File: config.mk
export PLATFORM = sky130hd
export DESIGN_NAME = vsub_sum_unit
export DESIGN_NICKNAME = d
export VERILOG_FILES = /design/src/rtl/vsub_pkg.sv /design/src/rtl/vsub_lane.sv /design/src/rtl/vsum_words.sv /design/src/rtl/vsub_sum_unit.sv
export SDC_FILE = /design/constraint.sdc
export NUM_CORES = 2
export LEC_CHECK = 0
export BUFFER_PORTS_ARGS = -buffer_cell sky130_fd_sc_hd__buf_2
export CAP_MARGIN = 30
export CORE_MARGIN = 2
export CORE_UTILIZATION = 40
export CTS_BUF_LIST = sky130_fd_sc_hd__clkbuf_16
export DETAILED_ROUTE_END_ITERATION = 8
export SYNTH_ARGS = -nofsm -noshare
export SYNTH_HDL_FRONTEND = slang
export SYNTH_SLANG_ARGS = --single-unit
File: constraint.sdc
create_clock -name clk_i -period 1.35 [get_ports clk_i]
set_input_delay 0.135 -clock clk_i [delete_from_list [all_inputs] [get_ports clk_i]]
set_output_delay 0.135 -clock clk_i [all_outputs]
set_load 0.005 [all_outputs]
File: src/rtl/vsub_pkg.sv
package vsub_pkg;
  typedef enum logic [2:0] {
    OP_SUB_MOD  = 3'd0,
    OP_SUB_SSAT = 3'd1,
    OP_SUB_USAT = 3'd2,
    OP_SUB_NBRW = 3'd3,
    OP_SUM_ALL  = 3'd4,
    OP_SUM_PAIR = 3'd5
  } op_e;

  localparam int WORD_W  = 32;
  localparam int N_SIZES = 3;
endpackage

File: src/rtl/vsub_lane.sv
module vsub_lane #(
  parameter int W = 8
) (
  input  logic [W-1:0] a_i,
  input  logic [W-1:0] b_i,
  output logic [W-1:0] mod_o,
  output logic [W-1:0] ssat_o,
  output logic [W-1:0] usat_o,
  output logic         shit_o,
  output logic         uhit_o
);
  logic [W:0] sd;
  logic [W:0] ud;

  assign sd = {a_i[W-1], a_i} - {b_i[W-1], b_i};
  assign ud = {1'b0, a_i} - {1'b0, b_i};

  assign mod_o  = ud[W-1:0];
  // sign of the extended result disagrees with lane sign bit -> overflow
  assign shit_o = sd[W] ^ sd[W-1];
  assign ssat_o = shit_o ? {sd[W], {(W-1){~sd[W]}}} : sd[W-1:0];
  assign uhit_o = ud[W];
  assign usat_o = uhit_o ? '0 : ud[W-1:0];
endmodule

File: src/rtl/vsum_words.sv
module vsum_words #(
  parameter int VEC_W = 128
) (
  input  logic [VEC_W-1:0] a_i,
  input  logic [VEC_W-1:0] b_i,
  output logic [VEC_W-1:0] all_o,
  output logic             all_hit_o,
  output logic [VEC_W-1:0] pair_o,
  output logic             pair_hit_o
);
  import vsub_pkg::*;

  localparam int N_W   = VEC_W / WORD_W;
  localparam int SUM_W = WORD_W + $clog2(N_W + 1) + 1;
  localparam int N_P   = N_W / 2;

  function automatic logic [SUM_W-1:0] sext(input logic [WORD_W-1:0] w);
    return {{(SUM_W-WORD_W){w[WORD_W-1]}}, w};
  endfunction

  // {hit, clamped word}
  function automatic logic [WORD_W:0] clamp(input logic [SUM_W-1:0] v);
    logic [SUM_W-WORD_W:0] top;
    top = v[SUM_W-1:WORD_W-1];
    if ((&top) || !(|top)) return {1'b0, v[WORD_W-1:0]};
    return {1'b1, v[SUM_W-1], {(WORD_W-1){~v[SUM_W-1]}}};
  endfunction

  logic [SUM_W-1:0] tot;
  logic [WORD_W:0]  all_c;

  always_comb begin
    tot = sext(b_i[VEC_W-1 -: WORD_W]);
    for (int k = 0; k < N_W; k++) tot = tot + sext(a_i[k*WORD_W +: WORD_W]);
  end

  assign all_c     = clamp(tot);
  assign all_hit_o = all_c[WORD_W];
  assign all_o     = {all_c[WORD_W-1:0], {(VEC_W-WORD_W){1'b0}}};

  logic [N_P-1:0] p_hit;

  for (genvar p = 0; p < N_P; p++) begin : g_pair
    logic [SUM_W-1:0] ps;
    logic [WORD_W:0]  pc;
    assign ps = sext(a_i[2*p*WORD_W +: WORD_W]) + sext(a_i[(2*p+1)*WORD_W +: WORD_W])
              + sext(b_i[(2*p+1)*WORD_W +: WORD_W]);
    assign pc = clamp(ps);
    assign p_hit[p] = pc[WORD_W];
    assign pair_o[2*p*WORD_W +: WORD_W]     = '0;
    assign pair_o[(2*p+1)*WORD_W +: WORD_W] = pc[WORD_W-1:0];
  end

  assign pair_hit_o = |p_hit;
endmodule

File: src/rtl/vsub_sum_unit.sv
module vsub_sum_unit #(
  parameter int VEC_W = 128
) (
  input  logic             clk_i,
  input  logic             rst_ni,
  input  logic             valid_i,
  input  logic             clr_i,
  input  logic [2:0]       op_i,
  input  logic [1:0]       size_i,
  input  logic [VEC_W-1:0] a_i,
  input  logic [VEC_W-1:0] b_i,
  output logic [VEC_W-1:0] res_o,
  output logic             sat_o
);
  import vsub_pkg::*;

  localparam int N_W = VEC_W / WORD_W;

  logic [N_SIZES-1:0][VEC_W-1:0] mod_v, ssat_v, usat_v;
  logic [N_SIZES-1:0]            ss_hit, us_hit;
  logic [VEC_W-1:0]              brw_v, all_v, pair_v, nxt_res;
  logic                          all_hit, pair_hit, nxt_hit;
  logic [1:0]                    sel;

  for (genvar g = 0; g < N_SIZES; g++) begin : g_sz
    localparam int LW = 8 << g;
    localparam int NL = VEC_W / LW;
    logic [NL-1:0] sh, uh;
    for (genvar i = 0; i < NL; i++) begin : g_ln
      vsub_lane #(.W(LW)) u_lane (
        .a_i   (a_i[i*LW +: LW]),
        .b_i   (b_i[i*LW +: LW]),
        .mod_o (mod_v[g][i*LW +: LW]),
        .ssat_o(ssat_v[g][i*LW +: LW]),
        .usat_o(usat_v[g][i*LW +: LW]),
        .shit_o(sh[i]),
        .uhit_o(uh[i])
      );
    end
    assign ss_hit[g] = |sh;
    assign us_hit[g] = |uh;
  end

  for (genvar w = 0; w < N_W; w++) begin : g_nb
    assign brw_v[w*WORD_W +: WORD_W] =
      {{(WORD_W-1){1'b0}}, a_i[w*WORD_W +: WORD_W] >= b_i[w*WORD_W +: WORD_W]};
  end

  vsum_words #(.VEC_W(VEC_W)) u_sum (
    .a_i       (a_i),
    .b_i       (b_i),
    .all_o     (all_v),
    .all_hit_o (all_hit),
    .pair_o    (pair_v),
    .pair_hit_o(pair_hit)
  );

  assign sel = size_i[1] ? 2'd2 : {1'b0, size_i[0]};

  always_comb begin
    nxt_res = '0;
    nxt_hit = 1'b0;
    unique case (op_e'(op_i))
      OP_SUB_MOD:  nxt_res = mod_v[sel];
      OP_SUB_SSAT: begin nxt_res = ssat_v[sel]; nxt_hit = ss_hit[sel]; end
      OP_SUB_USAT: begin nxt_res = usat_v[sel]; nxt_hit = us_hit[sel]; end
      OP_SUB_NBRW: nxt_res = brw_v;
      OP_SUM_ALL:  begin nxt_res = all_v;  nxt_hit = all_hit;  end
      OP_SUM_PAIR: begin nxt_res = pair_v; nxt_hit = pair_hit; end
      default: ;
    endcase
  end

  always_ff @(posedge clk_i or negedge rst_ni) begin
    if (!rst_ni) begin
      res_o <= '0;
      sat_o <= 1'b0;
    end else begin
      if (valid_i) res_o <= nxt_res;
      if (clr_i)                    sat_o <= 1'b0;
      else if (valid_i && nxt_hit)  sat_o <= 1'b1;
    end
  end


  clear_wins_chk: assert property (@(posedge clk_i) disable iff (!rst_ni)
    clr_i |=> !sat_o);

  sticky_hold_chk: assert property (@(posedge clk_i) disable iff (!rst_ni)
    (sat_o && !clr_i) |=> sat_o);

  no_set_chk: assert property (@(posedge clk_i) disable iff (!rst_ni)
    (!sat_o && !clr_i && (!valid_i || op_i == 3'd0 || op_i == 3'd3)) |=> !sat_o);

  hold_chk: assert property (@(posedge clk_i) disable iff (!rst_ni)
    !valid_i |=> $stable(res_o));

  nbrw_shape_chk: assert property (@(posedge clk_i) disable iff (!rst_ni)
    (valid_i && op_i == 3'd3) |=> (res_o[WORD_W-1:1] == '0));

  all_zero_chk: assert property (@(posedge clk_i) disable iff (!rst_ni)
    (valid_i && op_i == 3'd4) |=> (res_o[VEC_W-WORD_W-1:0] == '0));

  pair_zero_chk: assert property (@(posedge clk_i) disable iff (!rst_ni)
    (valid_i && op_i == 3'd5) |=> (res_o[WORD_W-1:0] == '0));
endmodule

=== Yosys cells after proc, flatten, opt, wreduce, memory -nomap -nowiden ===
Cells that the tools add are included.

* Shifts and indexed selects: 0
* Div/mod/pow operators: 0
* Reductions and logical operators: 22
* Mux-type cells: 80
* Multipliers: 0
* Bitwise operators: 59
* Magnitude comparators: 5
* Eq/ne operators: 5
* Add/sub/neg operators: 64

{| class="wikitable"
|+ Operators with widths
! kind !! number
|-
| $bmux W128 S2 || 3
|-
| $pmux W128 S6 || 1
|-
| $mux W128 || 3
|-
| $sub A8 B8 Y9 || 32
|-
| $sub A16 B16 Y17 || 16
|-
| $sub A32 B32 Y33 || 8
|-
| $mux W16 || 16
|-
| $mux W32 || 8
|-
| $mux W8 || 32
|-
| $mux W33 || 6
|-
| $ge A32 B32 Y1 || 4
|-
| $add A33 B32 Y34 || 3
|-
| $add A32 B32 Y33 || 3
|-
| $add A36 B36 Y36 || 2
|-
| $reduce_or A16 Y1 || 2
|-
| $not A1 Y1 || 31
|-
| $xor A1 B1 Y1 || 28
|-
| $reduce_or A8 Y1 || 2
|-
| $reduce_and A5 Y1 || 3
|-
| $reduce_or A5 Y1 || 3
|-
| $reduce_or A4 Y1 || 2
|-
| $mux W1 || 7
|-
| $eq A3 B2 Y1 const B || 2
|-
| $eq A3 B3 Y1 const B || 2
|-
| other kinds (11) || 16
|}

* Memories kept: 0
* Logic and storage cells: 237
* Flip-flop bits (word level): 129
* Latch bits: 0
* Memory bits (writable): 0
* Input port bits: 265
* Output and inout bits: 129
* ROM bits: 0

=== Depth between registers and ports, before layout ===
* Word-level depth: 13
* Depth in mapped cells: 30
* Mapped depth without buffers: 29

=== Cells and area by module ===
A second synthesis with hierarchy kept.

* Cell total of the unflattened synthesis: 7846
* Area, all modules: 59393.2 um2

{| class="wikitable"
|+ Modules (own cells, without submodules)
! module !! times used !! cells each !! area each (um2) !! sequential area each (um2)
|-
| vsub_sum_unit || 1 || 2238 || 18572.8 || 3228.1
|-
| vsum_words || 1 || 1470 || 11484.8 || 0.0
|-
| vsub_lane at g_sz[1].g_ln[0].u_lane ... || 8 || 179 || 1275.0 || 0.0
|-
| vsub_lane at g_sz[0].g_ln[0].u_lane ... || 16 || 79 || 580.6 || 0.0
|-
| vsub_lane at g_sz[2].g_ln[2].u_lane ... || 2 || 370 || 2468.6 || 0.0
|-
| vsub_lane at g_sz[2].g_ln[0].u_lane ... || 2 || 351 || 2454.9 || 0.0
|}

=== Worst setup path after synthesis ===
OpenSTA, ideal clock, no wires.

* Path kind: input-to-reg
* Start: input port a_i[8]
* End: register res_o[122]
* Arrival: 6.299 ns
* Cell stages on the path: 27
* Required time: 1.211 ns
* Setup slack: -5.087 ns
* Path through: fa_1 > ha_1 > a21oi_1 > nor2_1 > o21a_1 > or4_1 > o2111ai_1 > o21ai_0 > a41o_1 > o31ai_1 > nand2b_1 > a21oi_1 > xor2_1 > fa_1 > inv_1 > ha_1 > a211o_1 > a2111oi_1 > o31ai_1 > a21oi_1 > xnor2_1 > mux2i_1 > o41a_1 > buf_6 > nand2_1 > nor2_1 > or4_1

* Cells in the longest elaborated chain, start to end: 10
* Elaborated cells between the ends (all ways): 13
* Those cells by class: add/sub (4); mux (4); bitwise (1); reduce/logical (4)

{| class="wikitable"
|+ RTL lines
! item !! RTL line !! text
|-
| start: declaration || vsub_sum_unit.sv:10 || <nowiki>input logic [VEC_W-1:0] a_i,</nowiki>
|-
| $add A32 B32 Y33 * || vsum_words.sv:34 || <nowiki>for (int k = 0; k < N_W; k++) tot = tot + sext(a_i[k*WORD_W +: WORD_W]);</nowiki>
|-
| $add A33 B32 Y34 * || vsum_words.sv:34 ||
|-
| $add A36 B36 Y36 * (2 in series) || vsum_words.sv:34 ||
|-
| $reduce_or A5 Y1 || vsum_words.sv:25 || <nowiki>if ((&top) || !(|top)) return {1'b0, v[WORD_W-1:0]};</nowiki>
|-
| $logic_not A1 Y1 || vsum_words.sv:25 ||
|-
| $logic_or A1 B1 Y1 || vsum_words.sv:25 ||
|-
| $mux W1 || vsum_words.sv:25 ||
|-
| $mux W33 * || vsum_words.sv:26 || <nowiki>return {1'b1, v[SUM_W-1], {(WORD_W-1){~v[SUM_W-1]}}};</nowiki>
|-
| $pmux W128 S6 * || vsub_sum_unit.sv:63 || <nowiki>unique case (op_e'(op_i))</nowiki>
|-
| end signal: assignment || vsub_sum_unit.sv:79 || <nowiki>if (valid_i) res_o <= nxt_res;</nowiki>
|-
| end: declaration || vsub_sum_unit.sv:12 || <nowiki>output logic [VEC_W-1:0] res_o,</nowiki>
|}

Mark *: on every way between the ends. The rest lies on a longest branch, timed or not. The select of a mux whose other input is x is not followed.
A chain may end at the register's enable or synchronous reset.

=== Final worst setup path ===
* Start: input port a_i[40]
* End: register res_o[122]

* Cells in the longest elaborated chain, start to end: 9
* Elaborated cells between the ends (all ways): 12
* Those cells by class: add/sub (3); mux (4); bitwise (1); reduce/logical (4)

{| class="wikitable"
|+ RTL lines
! item !! RTL line
|-
| $add A33 B32 Y34 * || vsum_words.sv:34
|-
| $add A36 B36 Y36 * (2 in series) || vsum_words.sv:34
|-
| $reduce_or A5 Y1 || vsum_words.sv:25
|-
| $logic_not A1 Y1 || vsum_words.sv:25
|-
| $logic_or A1 B1 Y1 || vsum_words.sv:25
|-
| $mux W1 || vsum_words.sv:25
|-
| $mux W33 * || vsum_words.sv:26
|-
| $pmux W128 S6 * || vsub_sum_unit.sv:63
|}

Marks and branches as above.

==> results.yml <==
yosys:
  synth_seq_cells: 129
  synthCells: 4616
  ys_seq_area_share_pct: 9.788
  yosys_most_used_dff: "dfrtp_1"
  synth_largest_area_cell: "ha_1"
  syn_area_per_cell_um2: 7.145
  async_flop_share_pct: 100.0
  synthTopCellsByArea: "ha_1, dfrtp_1, fa_1"
  synth_top_area_share_pct: 11.00
  yosysWarnings: 0
  synth_cell_types: 97
  syn_nets: 5321
  netlist_area_um2: 32980
  synth_edf_count: 0
critical_path:
  crit_fanout: 3
  cp_slowest_cell: "fa_1"
  cp.arrival_ps: 6470
  r2r_start: "res_o[113]"
  crit_required_ps: 1750
  crit_path_frequent_cell: "a21oi_2"
  r2r_cells: 4
  cp_num_buf_inv: 2
  path_class: "input pin to register"
  cp-end-kind: "register"
  critical_path.top_delay_family: "compound AO/OA/AOI/OAI gates"
  r2r-end: "res_o[113]"
  reg2reg_slack_ps: -40
  crit_path_max_incr_delay_ps: 580
  critPathLaunchType: "input pin"
clock_tree:
  root_buffer: "clkbuf_16"
  htree_levels: 4
  cts_tree: "yes"
  cts.path.max_buffers: 2
  clock-sinks: 129
  cts_buffers: 17
  clock_latency_ps: 520
  clk_pin_slew_worst_paths_ps: 70
timing:
  hold_violations: 0
  timing.final.ws_setup_ps: -4717
  timing.final.crit_share_pct: 449.4
  period_needed_ps: 6067
  setup_viol: 129
  tns_ps: -333070
  rsz0062_at_grt: "true"
  relSlewSlack_pct: 46.64
  worstMarginPinSlew_ps: 794.6
  final_max_slew_viol_count: 0
  skew_ps: 0
  fmax_mhz: 164.8
  holdWs_ps: 94.44
grt:
  grt_use_total_pct: 42.18
  grt_remaining_overflow: 0
  grt_max_degree: 61
  grt_pass1_vias: 42660
  grt_pass1_wl_um: 269000
  antenna_found_initial: 4
status:
  violations: "setup timing"
  outcome: "finished, violations left"
die:
  dieArea_um2: 84760
  core-area_um2: 81850
  die_w_um: 291.1
  die_h_um: 291.1
  rows: 105
  io_pins: 394
  start_util_pct: 40.29
place:
  gp_congestion: 1.047
  io_buffers: 393
  dp_hpwl_um: 155200
  numPlacedInstances: 7630
routing:
  wl_um: 185100
  routedWlPerCell_um: 23.88
  dr.pass1.iters: 6
  vias: 45220
  ant_nets: 0
  drt_iter0_drc: 5024
  viasPerCell: 5.832
  drc: 0
hold_path:
  holdPathStages: 4
  min_from: "b_i[16]"
  min_path_type: "input pin to register"
  hold_end: "res_o[16]"
final_layout:
  final_cells: 7753
  regArea_um2: 3236
  final_util_pct: 65.12
  final_nets: 7371
  multi_input_area_um2: 29650
  nFillCells: 7426
  drive_above_1_share_pct: 40.59
  area_delta_synth_final_pct: 61.62
pwr:
  power_density_nw_per_um2: 1236
  power_w: 0.06587
  leakage_nw: 26.25
  ir_drop_mv: 1.187
run:
  max_cap_violations: 0
## how the worst max path moves through the flow
stage                             to  slack, ps  cells after the start      from
after global routing      res_o[122]      -4890                     27   b_i[98]
final                     res_o[122]      -4720                     28   a_i[40]
after CTS                 res_o[122]      -4770                     28   a_i[40]
after global placement    res_o[122]      -5350                     27    a_i[8]
after floorplan           res_o[122]      -4720                     28    a_i[8]
after detailed placement  res_o[122]      -5420                     28  b_i[105]
## logic make-up (layout without fill, tap and decap cells)
group	count (synthesis)	count (layout)	share of synthesized area [%]
XOR/XNOR	360	360	9.561
AND/OR/NAND/NOR	1238	1239	17.41
AO/OA/AOI/OAI	1763	1763	34.42
flip-flops	129	129	9.788
adder cells (fa/ha/maj)	446	446	20.29
buffers and inverters	650	2712	7.569
multiplexers	30	30	0.9636
other	0	4	0
## worst register-to-register path, cell delays in order (launching register included)
cell,delay (ps)
dfrtp_1,390
nor2b_1,150
or2_2,310
and3_1,180
a211o_1,260
## where the power goes
part           internal, W  switching (W)
registers          0.00457       0.000821
clock network      0.00293        0.00250
logic               0.0262         0.0288
total               0.0337         0.0321
## stage by stage
step | worst slack [ps] | area [um^2]
6_report | -4717 | 53300
5_1_grt | -4894 | 53290
4_1_cts | -4767 | 52600
3_5_place_dp | -5419 | 50040
3_3_place_gp | -5352 | 50040
2_1_floorplan | -4717 | 34040
## timing repair
item / CTS / global route
hold endpoints to repair: 130 / 0
endpoints found under the setup margin: 133 / 132
hold buffers: 2 / 0
pin swaps: 142 / 64
gates resized for setup: 289 / 108
cloned: 5 / 0
setup buffers: 68 / 24
## registers in the layout (all words and copies together) (netlist names)
register,flops
sat_o,1
res_o,128
## Yosys cell counts (all sizes together) (22+ instances only)
cell type,number
and3,35
and2,36
a21o,132
a221o,29
dfrtp,129
o21bai,57
o221ai,29
a21oi,515
o21a,73
o21ai,398
xnor2,242
nand3,86
nand2,371
a211oi,61
o22ai,32
nand4,66
buf,48
fa,150
o31ai,27
a22oi,38
nor3,87
clkbuf,187
mux2i,22
o211ai,70
xor2,118
nand2b,42
a31oi,61
nor2b,36
inv,413
ha,290
nor2,383
## routing by layer
| metal | track usage [%] | wire length, um | up-vias |
|---|---|---|---|
| met1 | 57.58 | 77170 | 21500 |
| met5 | 0 | 27 | - |
| met3 | 9.155 | 19830 | 377 |
| met2 | 61.81 | 76760 | 2515 |
| met4 | 22.60 | 11320 | 4 |
| li1 | - | - | 20820 |
## final cells by class
type / instances / area share, %
repair buffers: 2265 / 31.60
multi-input cells: 3838 / 55.63
well taps: 1070 / 2.512
inverters: 415 / 3.026
clock inverters: 15 / 0.3451
diodes: 4 / 0.01878
flip-flops and latches: 129 / 6.070
clock buffers: 17 / 0.7981
## cell usage in the layout (no fill, tap or decap), drive strengths merged, types with 21 or more instances in the layout
| cell type | count |
|---|---|
| a211oi | 61 |
| a21o | 132 |
| a21oi | 515 |
| a221o | 29 |
| a221oi | 21 |
| a22oi | 38 |
| a31oi | 61 |
| and2 | 36 |
| and3 | 35 |
| buf | 2263 |
| dfrtp | 129 |
| fa | 150 |
| ha | 290 |
| inv | 421 |
| mux2i | 22 |
| nand2 | 372 |
| nand2b | 42 |
| nand3 | 86 |
| nand4 | 66 |
| nor2 | 383 |
| nor2b | 36 |
| nor3 | 87 |
| nor4 | 21 |
| o211ai | 70 |
| o21a | 73 |
| o21ai | 398 |
| o21bai | 57 |
| o221ai | 29 |
| o22ai | 32 |
| o31ai | 27 |
| or2 | 21 |
| xnor2 | 242 |
| xor2 | 118 |
Power figures use the tool's default switching activity.
